## src/rtl/csr_rf_pkg.sv

```systemverilog
package csr_rf_pkg;
  localparam int unsigned DATA_W = 16;

  // status word bit positions
  localparam int unsigned B_INIT = 0;
  localparam int unsigned B_STRT = 1;
  localparam int unsigned B_STOP = 2;
  localparam int unsigned B_TDMD = 3;
  localparam int unsigned B_TXON = 4;
  localparam int unsigned B_RXON = 5;
  localparam int unsigned B_INEA = 6;
  localparam int unsigned B_INTR = 7;
  localparam int unsigned B_EVLO = 8;
  localparam int unsigned B_EVHI = 14;
  localparam int unsigned B_ERR  = 15;

  // register numbers
  localparam int unsigned REG_STAT  = 0;
  localparam int unsigned REG_IB_LO = 1;
  localparam int unsigned REG_IB_HI = 2;
  localparam int unsigned REG_BMODE = 3;
  localparam int unsigned REG_FILT0 = 8;
  localparam int unsigned REG_MODE  = 15;
  localparam int unsigned BMODE_W   = 3;

  // event flags, packed to match status bits 14..8
  typedef struct packed {
    logic babl;
    logic cerr;
    logic miss;
    logic merr;
    logic rint;
    logic tint;
    logic idon;
  } evt_t;
endpackage

```

## src/rtl/csr_ptr.sv

```systemverilog
module csr_ptr #(
  parameter int unsigned PTR_W = 4
) (
  input  logic             clk,
  input  logic             rst_n,
  input  logic             wr_en,
  input  logic [PTR_W-1:0] wdata,
  output logic [PTR_W-1:0] ptr
);
  always_ff @(posedge clk or negedge rst_n) begin
    if (!rst_n)     ptr <= '0;
    else if (wr_en) ptr <= wdata;
  end
endmodule

```

## src/rtl/csr_status.sv

```systemverilog
module csr_status
  import csr_rf_pkg::*;
(
  input  logic              clk,
  input  logic              rst_n,
  input  logic              wr,
  input  logic [DATA_W-1:0] wdata,
  input  evt_t              evt_in,
  input  logic              txon_set,
  input  logic              rxon_set,
  output logic [DATA_W-1:0] status,
  output logic              stopped,
  output logic              stop_hit,
  output logic              p_init,
  output logic              p_strt,
  output logic              p_stop,
  output logic              p_tdmd
);
  logic init_q, strt_q, stop_q, tdmd_q, txon_q, rxon_q, inea_q;
  evt_t ev_q, ev_clr;
  logic err_sum, intr_sum;
  logic unused_wbits;

  assign unused_wbits = ^{wdata[B_ERR], wdata[B_INTR], wdata[B_RXON], wdata[B_TXON]};
  assign stop_hit = wr & wdata[B_STOP];
  assign ev_clr   = wr ? evt_t'(wdata[B_EVHI:B_EVLO]) : '0;

  always_ff @(posedge clk or negedge rst_n) begin
    if (!rst_n) begin
      init_q <= 1'b0; strt_q <= 1'b0; stop_q <= 1'b1; tdmd_q <= 1'b0;
      txon_q <= 1'b0; rxon_q <= 1'b0; inea_q <= 1'b0; ev_q   <= '0;
      p_init <= 1'b0; p_strt <= 1'b0; p_stop <= 1'b0; p_tdmd <= 1'b0;
    end else begin
      p_stop <= stop_hit;
      p_init <= wr & wdata[B_INIT] & ~stop_hit;
      p_strt <= wr & wdata[B_STRT] & ~stop_hit;
      p_tdmd <= wr & wdata[B_TDMD] & ~stop_hit;
      if (wr) inea_q <= wdata[B_INEA];
      if (stop_hit) begin
        stop_q <= 1'b1;
        init_q <= 1'b0; strt_q <= 1'b0; tdmd_q <= 1'b0;
        txon_q <= 1'b0; rxon_q <= 1'b0; ev_q   <= '0;
      end else begin
        if (wr && wdata[B_INIT]) init_q <= 1'b1;
        if (wr && wdata[B_STRT]) strt_q <= 1'b1;
        if (wr && wdata[B_TDMD]) tdmd_q <= 1'b1;
        if (wr && (wdata[B_INIT] || wdata[B_STRT])) stop_q <= 1'b0;
        if (!stop_q) begin
          // a same-cycle event overrides the host clear
          ev_q   <= (ev_q & ~ev_clr) | evt_in;
          txon_q <= txon_q | txon_set;
          rxon_q <= rxon_q | rxon_set;
        end
      end
    end
  end

  assign err_sum  = ev_q.babl | ev_q.cerr | ev_q.miss | ev_q.merr;
  assign intr_sum = inea_q & (ev_q.babl | ev_q.miss | ev_q.merr |
                              ev_q.rint | ev_q.tint | ev_q.idon);
  assign stopped  = stop_q;
  assign status   = {err_sum, ev_q, intr_sum, inea_q, rxon_q, txon_q,
                     tdmd_q, stop_q, strt_q, init_q};

  a_r4_stop_clears: assert property (@(posedge clk) disable iff (!rst_n)
    stop_hit |=> (stop_q && !init_q && !strt_q && !tdmd_q &&
                  !txon_q && !rxon_q && ev_q == '0));

  a_r3_start_leaves_stop: assert property (@(posedge clk) disable iff (!rst_n)
    (wr && !stop_hit && (wdata[B_INIT] || wdata[B_STRT])) |=> !stop_q);

  a_r6_event_wins: assert property (@(posedge clk) disable iff (!rst_n)
    (!stop_q && !stop_hit && evt_in != '0) |=> ((ev_q & $past(evt_in)) == $past(evt_in)));

  a_r5_stopped_no_events: assert property (@(posedge clk) disable iff (!rst_n)
    (stop_q && !wr) |=> (ev_q == '0));
endmodule

```

## src/rtl/csr_cfg.sv

```systemverilog
module csr_cfg
  import csr_rf_pkg::*;
#(
  parameter int unsigned PTR_W    = 4,
  parameter int unsigned NUM_FILT = 4
) (
  input  logic                       clk,
  input  logic                       rst_n,
  input  logic                       wr,
  input  logic [PTR_W-1:0]           ptr,
  input  logic [DATA_W-1:0]          wdata,
  input  logic                       stopped,
  input  logic                       stop_hit,
  output logic [2*DATA_W-1:0]        ib_addr,
  output logic [BMODE_W-1:0]         bmode,
  output logic [NUM_FILT*DATA_W-1:0] filt_flat,
  output logic                       promisc,
  output logic [DATA_W-1:0]          rd_data
);
  logic              wr_ok;
  logic [DATA_W-1:0] ib_lo_q, ib_hi_q;
  logic [DATA_W-1:0] filt_q [NUM_FILT];

  assign wr_ok = wr & stopped;

  always_ff @(posedge clk or negedge rst_n) begin
    if (!rst_n) begin
      ib_lo_q <= '0; ib_hi_q <= '0; bmode <= '0; promisc <= 1'b0;
    end else begin
      if (wr_ok && ptr == PTR_W'(REG_IB_LO)) ib_lo_q <= wdata;
      if (wr_ok && ptr == PTR_W'(REG_IB_HI)) ib_hi_q <= wdata;
      if (wr_ok && ptr == PTR_W'(REG_MODE))  promisc <= wdata[DATA_W-1];
      if (stop_hit) bmode <= '0;
      else if (wr_ok && ptr == PTR_W'(REG_BMODE)) bmode <= wdata[BMODE_W-1:0];
    end
  end

  for (genvar g = 0; g < NUM_FILT; g++) begin : g_filt
    always_ff @(posedge clk or negedge rst_n) begin
      if (!rst_n) filt_q[g] <= '0;
      else if (wr_ok && ptr == PTR_W'(REG_FILT0 + g)) filt_q[g] <= wdata;
    end
    assign filt_flat[g*DATA_W +: DATA_W] = filt_q[g];
  end

  assign ib_addr = {ib_hi_q, ib_lo_q};

  always_comb begin
    rd_data = '0;
    if (ptr == PTR_W'(REG_IB_LO)) rd_data = ib_lo_q;
    if (ptr == PTR_W'(REG_IB_HI)) rd_data = ib_hi_q;
    if (ptr == PTR_W'(REG_BMODE)) rd_data = DATA_W'(bmode);
    if (ptr == PTR_W'(REG_MODE))  rd_data = {promisc, {(DATA_W-1){1'b0}}};
    for (int i = 0; i < NUM_FILT; i++)
      if (ptr == PTR_W'(REG_FILT0 + i)) rd_data = filt_q[i];
  end

  a_r11_locked_when_running: assert property (@(posedge clk) disable iff (!rst_n)
    (wr && !stopped && ptr != PTR_W'(REG_STAT)) |=>
      ($stable(ib_addr) && $stable(filt_flat) && $stable(promisc) && $stable(bmode)));
endmodule

```

## src/rtl/csr_regfile.sv

```systemverilog
module csr_regfile
  import csr_rf_pkg::*;
#(
  parameter int unsigned PTR_W    = 4,
  parameter int unsigned NUM_FILT = 4
) (
  input  logic                       clk,
  input  logic                       rst_n,
  input  logic                       host_wr,
  input  logic                       host_sel,
  input  logic [15:0]                host_wdata,
  output logic [15:0]                host_rdata,
  input  logic                       ev_init_done,
  input  logic                       ev_tx_done,
  input  logic                       ev_rx_done,
  input  logic                       ev_mem_err,
  input  logic                       ev_rx_missed,
  input  logic                       ev_carrier_err,
  input  logic                       ev_babble,
  input  logic                       txon_set,
  input  logic                       rxon_set,
  output logic                       cmd_init,
  output logic                       cmd_start,
  output logic                       cmd_stop,
  output logic                       cmd_tx_demand,
  output logic                       irq,
  output logic [31:0]                init_blk_addr,
  output logic [2:0]                 bus_mode,
  output logic [NUM_FILT*16-1:0]     mcast_filter,
  output logic                       promisc
);
  logic [PTR_W-1:0]  ptr;
  logic [DATA_W-1:0] status, cfg_rd;
  logic              stopped, stop_hit, win_wr, stat_wr;
  evt_t              evt;

  assign win_wr  = host_wr & ~host_sel;
  assign stat_wr = win_wr & (ptr == PTR_W'(REG_STAT));
  assign evt = '{babl: ev_babble, cerr: ev_carrier_err, miss: ev_rx_missed,
                 merr: ev_mem_err, rint: ev_rx_done, tint: ev_tx_done,
                 idon: ev_init_done};

  csr_ptr #(.PTR_W(PTR_W)) u_ptr (
    .clk(clk), .rst_n(rst_n), .wr_en(host_wr & host_sel),
    .wdata(host_wdata[PTR_W-1:0]), .ptr(ptr)
  );

  csr_status u_stat (
    .clk(clk), .rst_n(rst_n), .wr(stat_wr), .wdata(host_wdata),
    .evt_in(evt), .txon_set(txon_set), .rxon_set(rxon_set),
    .status(status), .stopped(stopped), .stop_hit(stop_hit),
    .p_init(cmd_init), .p_strt(cmd_start), .p_stop(cmd_stop), .p_tdmd(cmd_tx_demand)
  );

  csr_cfg #(.PTR_W(PTR_W), .NUM_FILT(NUM_FILT)) u_cfg (
    .clk(clk), .rst_n(rst_n), .wr(win_wr), .ptr(ptr), .wdata(host_wdata),
    .stopped(stopped), .stop_hit(stop_hit), .ib_addr(init_blk_addr),
    .bmode(bus_mode), .filt_flat(mcast_filter), .promisc(promisc), .rd_data(cfg_rd)
  );

  assign irq = status[B_INTR];

  always_comb begin
    if (host_sel)                        host_rdata = DATA_W'(ptr);
    else if (ptr == PTR_W'(REG_STAT))    host_rdata = status;
    else                                 host_rdata = cfg_rd;
  end

  a_r10_irq_needs_enable: assert property (@(posedge clk) disable iff (!rst_n)
    irq |-> status[B_INEA]);

  a_r4_stop_pulse_alone: assert property (@(posedge clk) disable iff (!rst_n)
    cmd_stop |-> !(cmd_init || cmd_start || cmd_tx_demand));
endmodule

```

## config.mk

```make
export PLATFORM = sky130hd
export DESIGN_NAME = csr_regfile
export DESIGN_NICKNAME = d
export VERILOG_FILES = /design/src/rtl/csr_rf_pkg.sv /design/src/rtl/csr_ptr.sv /design/src/rtl/csr_status.sv /design/src/rtl/csr_cfg.sv /design/src/rtl/csr_regfile.sv
export SDC_FILE = /design/constraint.sdc
export NUM_CORES = 1
export LEC_CHECK = 0
export BUFFER_PORTS_ARGS = -buffer_cell sky130_fd_sc_hd__buf_2
export CAP_MARGIN = 15
export CELL_PAD_IN_SITES_DETAIL_PLACEMENT = 1
export CELL_PAD_IN_SITES_GLOBAL_PLACEMENT = 1
export CORE_MARGIN = 10
export CORE_UTILIZATION = 45
export DETAILED_ROUTE_END_ITERATION = 10
export GPL_ROUTABILITY_DRIVEN = 0
export PLACE_DENSITY_LB_ADDON = 0.12
export SLEW_MARGIN = 20
export SYNTH_ARGS = -nofsm -noshare
export SYNTH_HDL_FRONTEND = slang
export SYNTH_SLANG_ARGS = --single-unit
```

## constraint.sdc

```tcl
create_clock -name clk -period 3.1 [get_ports clk]
set_input_delay 0.155 -clock clk [delete_from_list [all_inputs] [get_ports clk]]
set_output_delay 0.155 -clock clk [all_outputs]
set_load 0.05 [all_outputs]
```

== Word level (Yosys, flattened, before mapping) ==
Cells that the tools add are included.
Operators by class
  bitwise operators: 27
  reduce and logical (&&, ||, !) cells: 19
  muxes and demuxes: 27
  equal/unequal tests: 9
Operators with widths (number)
  2-to-1 mux 16 bit: 10
  2-to-1 mux 7 bit: 3
  == test 4 bit, second input constant: 5
  bitwise AND 1 bit: 12
  logical AND 1 bit: 12
  2-to-1 mux 1 bit: 12
  OR 1 bit: 10
  nonzero test 2 bit: 5
  == test 4 x 2 -> 1 bit, second input constant: 2
  bitwise AND 7 bit: 1
  NOT 7 bit: 1
  OR 7 bit: 1
  2-to-1 mux 3 bit: 2
  == test 4 x 1 -> 1 bit, second input constant: 1
  logical NOT 4 bit: 1
  inequality test 2 x 1 -> 1 bit, second input constant: 1
  NOT 1 bit: 2
  logical OR 1 bit: 1
Word-level totals
  output and inout bits: 121
  word-level logic and storage cells: 109
  bits of input ports: 29
  bits in registers: 122

== Longest topological paths before layout ==
  word-level depth: 11
  gate-level depth with buffers: 8

== Hierarchy ==
A second synthesis with hierarchy kept.
Second synthesis, totals
  cell total of the unflattened synthesis: 526
  area, all modules: 6028.3 µm²
By module, submodules not included
  csr_cfg: times used 1, area an instance 4784.6 µm², cells an instance 385
  csr_status: times used 1, area an instance 798.3 µm², cells an instance 74
  csr_regfile: times used 1, area an instance 300.3 µm², cells an instance 59
  csr_ptr: times used 1, area an instance 145.1 µm², cells an instance 8

== Worst setup path after synthesis ==
OpenSTA, ideal clock, no wires.
  kind: register to output
  start point: register u_ptr.ptr[0]
  end point: output port host_rdata[10]
  required time: 2.945 ns
  stages on the path, launching flop included: 7
  slack: 0.286 ns
  path buffers: 2
  arrival: 2.659 ns
  cells stage by stage: dfrtp_1 -> buf_2 -> nor2b_1 -> clkbuf_1 -> a22oi_1 -> o22a_1 -> a311oi_1
Between the ends
  word-level cells in the longest chain between the ends: 11
Ends and longest elaborated chain
  from (decl): RTL line csr_ptr.sv:8  | output logic [PTR_W-1:0] ptr
  from (signal assigned): RTL line csr_ptr.sv:12  | else if (wr_en) ptr <= wdata;
  == test 4 x 1 -> 1 bit: RTL line csr_cfg.sv:50  | if (ptr == PTR_W'(REG_IB_LO)) rd_data = ib_lo_q;
  2-to-1 mux 16 bit: RTL line csr_cfg.sv:50
  2-to-1 mux 16 bit: RTL line csr_cfg.sv:51  | if (ptr == PTR_W'(REG_IB_HI)) rd_data = ib_hi_q;
  2-to-1 mux 16 bit: RTL line csr_cfg.sv:52  | if (ptr == PTR_W'(REG_BMODE)) rd_data = DATA_W'(bmode);
  2-to-1 mux 16 bit: RTL line csr_cfg.sv:53  | if (ptr == PTR_W'(REG_MODE)) rd_data = {promisc, {(DATA_W-1){1'b0}}};
  2-to-1 mux 16 bit (4 in series): RTL line csr_cfg.sv:55  | if (ptr == PTR_W'(REG_FILT0 + i)) rd_data = filt_q[i];
  2-to-1 mux 16 bit (*): RTL line csr_regfile.sv:65  | else if (ptr == PTR_W'(REG_STAT)) host_rdata = status;
  2-to-1 mux 16 bit (*): RTL line csr_regfile.sv:64  | if (host_sel) host_rdata = DATA_W'(ptr);
  to (decl): RTL line csr_regfile.sv:12  | output logic [15:0] host_rdata,
Every way passes the cells marked *; elsewhere a longest branch is shown, timed or not.

== Worst setup path in the final report ==
  start point: register u_ptr.ptr[3]
  end point: output port host_rdata[10]
Same word-level chain as after synthesis.

==> results.yml <==
run_status:
  status: "finished clean"
power_and_ir_drop:
  ir_drop_uv: 474
  sw_frac_of_total: 0.439
  pwr-share-comb: 0.397
  clockPowerShare: 0.273
  pwr-share-seq: 0.329
  p_int_mw: 4.16
  total_power_mw: 7.41
  power_density_nw_per_um2: 975
  p_leak_nw: 3.81
  p_sw_mw: 3.25
clock_network:
  numCtsBuffers: 17
  postCtsSetupBuffers: 0
  cts_num_sinks: 122
  ctsHtreeMaxLevel: 4
  clk_pin_slew_worst_paths_ns: 0.06
  cts-root-buf: "clkbuf_16"
  cts_tree: "built"
  cts.path.max_buffers: 2
  clock_latency_ns: 0.42
sta:
  fin_crit_sh: 0.945
  final.setup_skew_ns: 0.00796
  final_hold_viol_count: 0
  setup_slack_ns: 0.171
  slew_viol_final: 0
  slew_headroom: 0.443
  totalNegativeSetupSlack_ns: 0
  period_minus_slack_ns: 2.93
  fmax_mhz: 341
  setup_viol: 0
  worstMarginPinSlew_ns: 0.836
  rsz0062_at_grt: "no"
  whs_ns: 0.0146
hold_path:
  hold_path.class: "in2reg"
  worstHoldStart: "rxon_set"
  whs_path_depth: 3
  holdPathEnd: "u_stat.rxon_q"
grt:
  grt_pass1_wl_mm: 33.0
  grt_max_degree: 63
  grt_pass1_vias: 5407
  grt_overflow: 0
  use_met3: 0.0671
  grt-busiest-layer: "met2"
  antenna_found_initial: 0
  grtUsageMet1: 0.295
  use_met2: 0.382
  grt_util_all_layers: 0.236
layout:
  final_nets: 705
  fin_area_um2: 7600
  drive_above_1_share: 0.477
  final_cells: 863
  postLayoutCoreUtil: 0.578
  syn2layout_area_growth_pct: 26.8
  antenna_cells: 0
flow_run:
  maxCapViolCount: 0
die:
  die-area_um2: 18300
  die_x_um: 135
  die_h_um: 135
  coreArea_um2: 13100
  row_count: 42
  initial_utilization: 0.456
  ios: 150
drt:
  routed-via-count: 5105
  ant_nets: 0
  drc: 0
  wl_per_cell_um: 24.8
  first_pass_iters: 5
  via_per_inst: 5.92
  drt_iter0_drc: 337
  drt-total-wl_mm: 21.4
worst_setup_path:
  timing.rr.start: "u_ptr.ptr[3]"
  cp_max_fo: 16
  regToRegSetupSlack_ns: 0.60
  worstSetupStartpointType: "register"
  cp.arrival_ns: 2.77
  reg2reg_depth: 6
  cp.required_ns: 2.94
  end_kind: "output port"
  r2r_end: "u_cfg.filt_flat[62]"
  crit_type: "reg2out"
yosys:
  avgSynthCellArea_um2: 11.6
  synth_edf_count: 0
  syn-num-nets: 547
  synthFlopType: "dfrtp_1"
  synth_cell_types: 57
  ys_seq_area_frac: 0.510
  ys_async_sr_fraction: 1.00
  synth_area_um2: 5990
  ys_ff_latch: 122
  yosysWarnings: 0
  syn_inst: 518
placed_design:
  post-place-ws_ns: 0.426
  dp_hpwl_mm: 15.6
  placedCellCount: 831
  placed_cell_area_um2: 6970
  port_buffers: 149
## worst max-delay path, stage by stage (launching register included)
cell and delay, ns:
dfrtp_2 0.53, nor2b_1 0.60, buf_4 0.27, a22oi_1 0.10, o22a_1 0.23, a311oi_1 0.30
buf_2 0.32
## cells in the mapped netlist (3+ instances only)
cell | count | area (um2)
nand2_1 | 24 | 90.1
mux2i_1 | 7 | 70.1
o31a_1 | 3 | 26.3
and3_1 | 4 | 25.0
o22ai_1 | 8 | 50.1
mux2_2 | 95 | 1070
inv_1 | 5 | 18.8
clkbuf_1 | 19 | 71.3
nand3b_1 | 5 | 37.5
a21oi_1 | 30 | 150
nor2b_1 | 9 | 56.3
a221oi_1 | 5 | 43.8
buf_2 | 12 | 60.1
nor2_2 | 3 | 18.8
a22oi_1 | 18 | 135
buf_1 | 5 | 18.8
nand2b_1 | 3 | 18.8
nor3_1 | 3 | 15.0
mux2_4 | 10 | 150
dfrtp_1 | 121 | 3030
a211oi_1 | 4 | 30.0
o22a_1 | 6 | 52.6
nor2_1 | 52 | 195
a21o_1 | 7 | 52.6
o21ai_0 | 12 | 60.1
a311oi_1 | 6 | 52.6
## sequential cells by signal (all words and copies together) (netlist names), 3 cells and up
name,count
u_cfg.filt_flat,64
u_cfg.ib_hi_q,16
u_cfg.ib_lo_q,16
u_stat.status,7
u_ptr.ptr,4
u_cfg.bmode,3
## how the worst max path moves through the flow
stage	from	end	slack, ns	cells past startpoint
2_1_floorplan	u_ptr.ptr[0]	host_rdata[10]	0.29	6
3_3_place_gp	u_ptr.ptr[0]	host_rdata[12]	0.45	6
3_5_place_dp	u_ptr.ptr[0]	host_rdata[12]	0.43	6
4_1_cts	u_ptr.ptr[3]	host_rdata[10]	0.07	6
5_1_grt	u_ptr.ptr[0]	host_rdata[2]	0.02	6
6_report	u_ptr.ptr[3]	host_rdata[10]	0.17	6
## what timing repair did
action                     CTS  global route
setup endpoints to repair    5             3
hold endpoints to repair    59             0
gates resized for setup      2             2
hold buffers                 2             0
pin swaps                    0             0
## placed cells by master (no fill, tap or decap), types with 3 or more instances in the layout
master	instances
nor2_2	4
nor3_1	3
nor2_1	51
a311oi_1	6
clkbuf_8	4
o22a_1	6
clkbuf_16	17
nand3b_1	5
o22ai_1	8
o31a_1	3
bufinv_16	3
clkinv_2	4
dfrtp_1	118
nor2b_1	9
nand2b_1	3
nand2_1	24
mux2i_1	7
a21o_1	7
mux2_2	95
buf_4	30
dfrtp_2	3
and3_1	4
a211oi_1	4
buf_2	148
a221oi_1	5
mux2_4	10
o21ai_0	12
a21oi_1	30
inv_1	5
a22oi_1	18
## kinds of logic (layout without fill, tap and decap cells)
logic type / after synthesis / count (layout) / share of synthesized area
DFF: 122 / 122 / 0.510
muxes: 113 / 113 / 0.219
buffers and inverters: 47 / 216 / 0.0384
AOI/OAI and AO/OA: 113 / 113 / 0.130
and+or+nand+nor: 123 / 123 / 0.103
## power groups by stage
| stage | registers [mW] | logic [mW] | clock network, mW |
|---|---|---|---|
| 2_1_floorplan | 3.59 | 0.934 | 0 |
| 3_3_place_gp | 2.43 | 2.91 | 0 |
| 4_1_cts | 2.43 | 2.97 | 2.05 |
| 6_report | 2.44 | 2.94 | 2.03 |
| 5_1_grt | 2.50 | 3.10 | 2.13 |
| 3_5_place_dp | 2.45 | 2.95 | 0 |
## layer usage
layer  up-vias  share of wire  routed length (um)
met5         -              0                   0
met4         0          0.022                 481
met3        39          0.075                1610
met2       217           0.48               10400
met1      2628           0.42                8970
li1       2221              -                   -
## area by class of cell
| type | count | area [um2] |
|---|---|---|
| fillers | 1444 | 5540 |
| flip-flops and latches | 122 | 3060 |
| multi-input cells | 349 | 2710 |
| repair buffers | 180 | 986 |
| clock buffers | 22 | 484 |
| well taps | 176 | 220 |
| clock inverters | 8 | 118 |
| inverters | 6 | 22.5 |
Note: power is estimated with default switching activity, not from simulation.
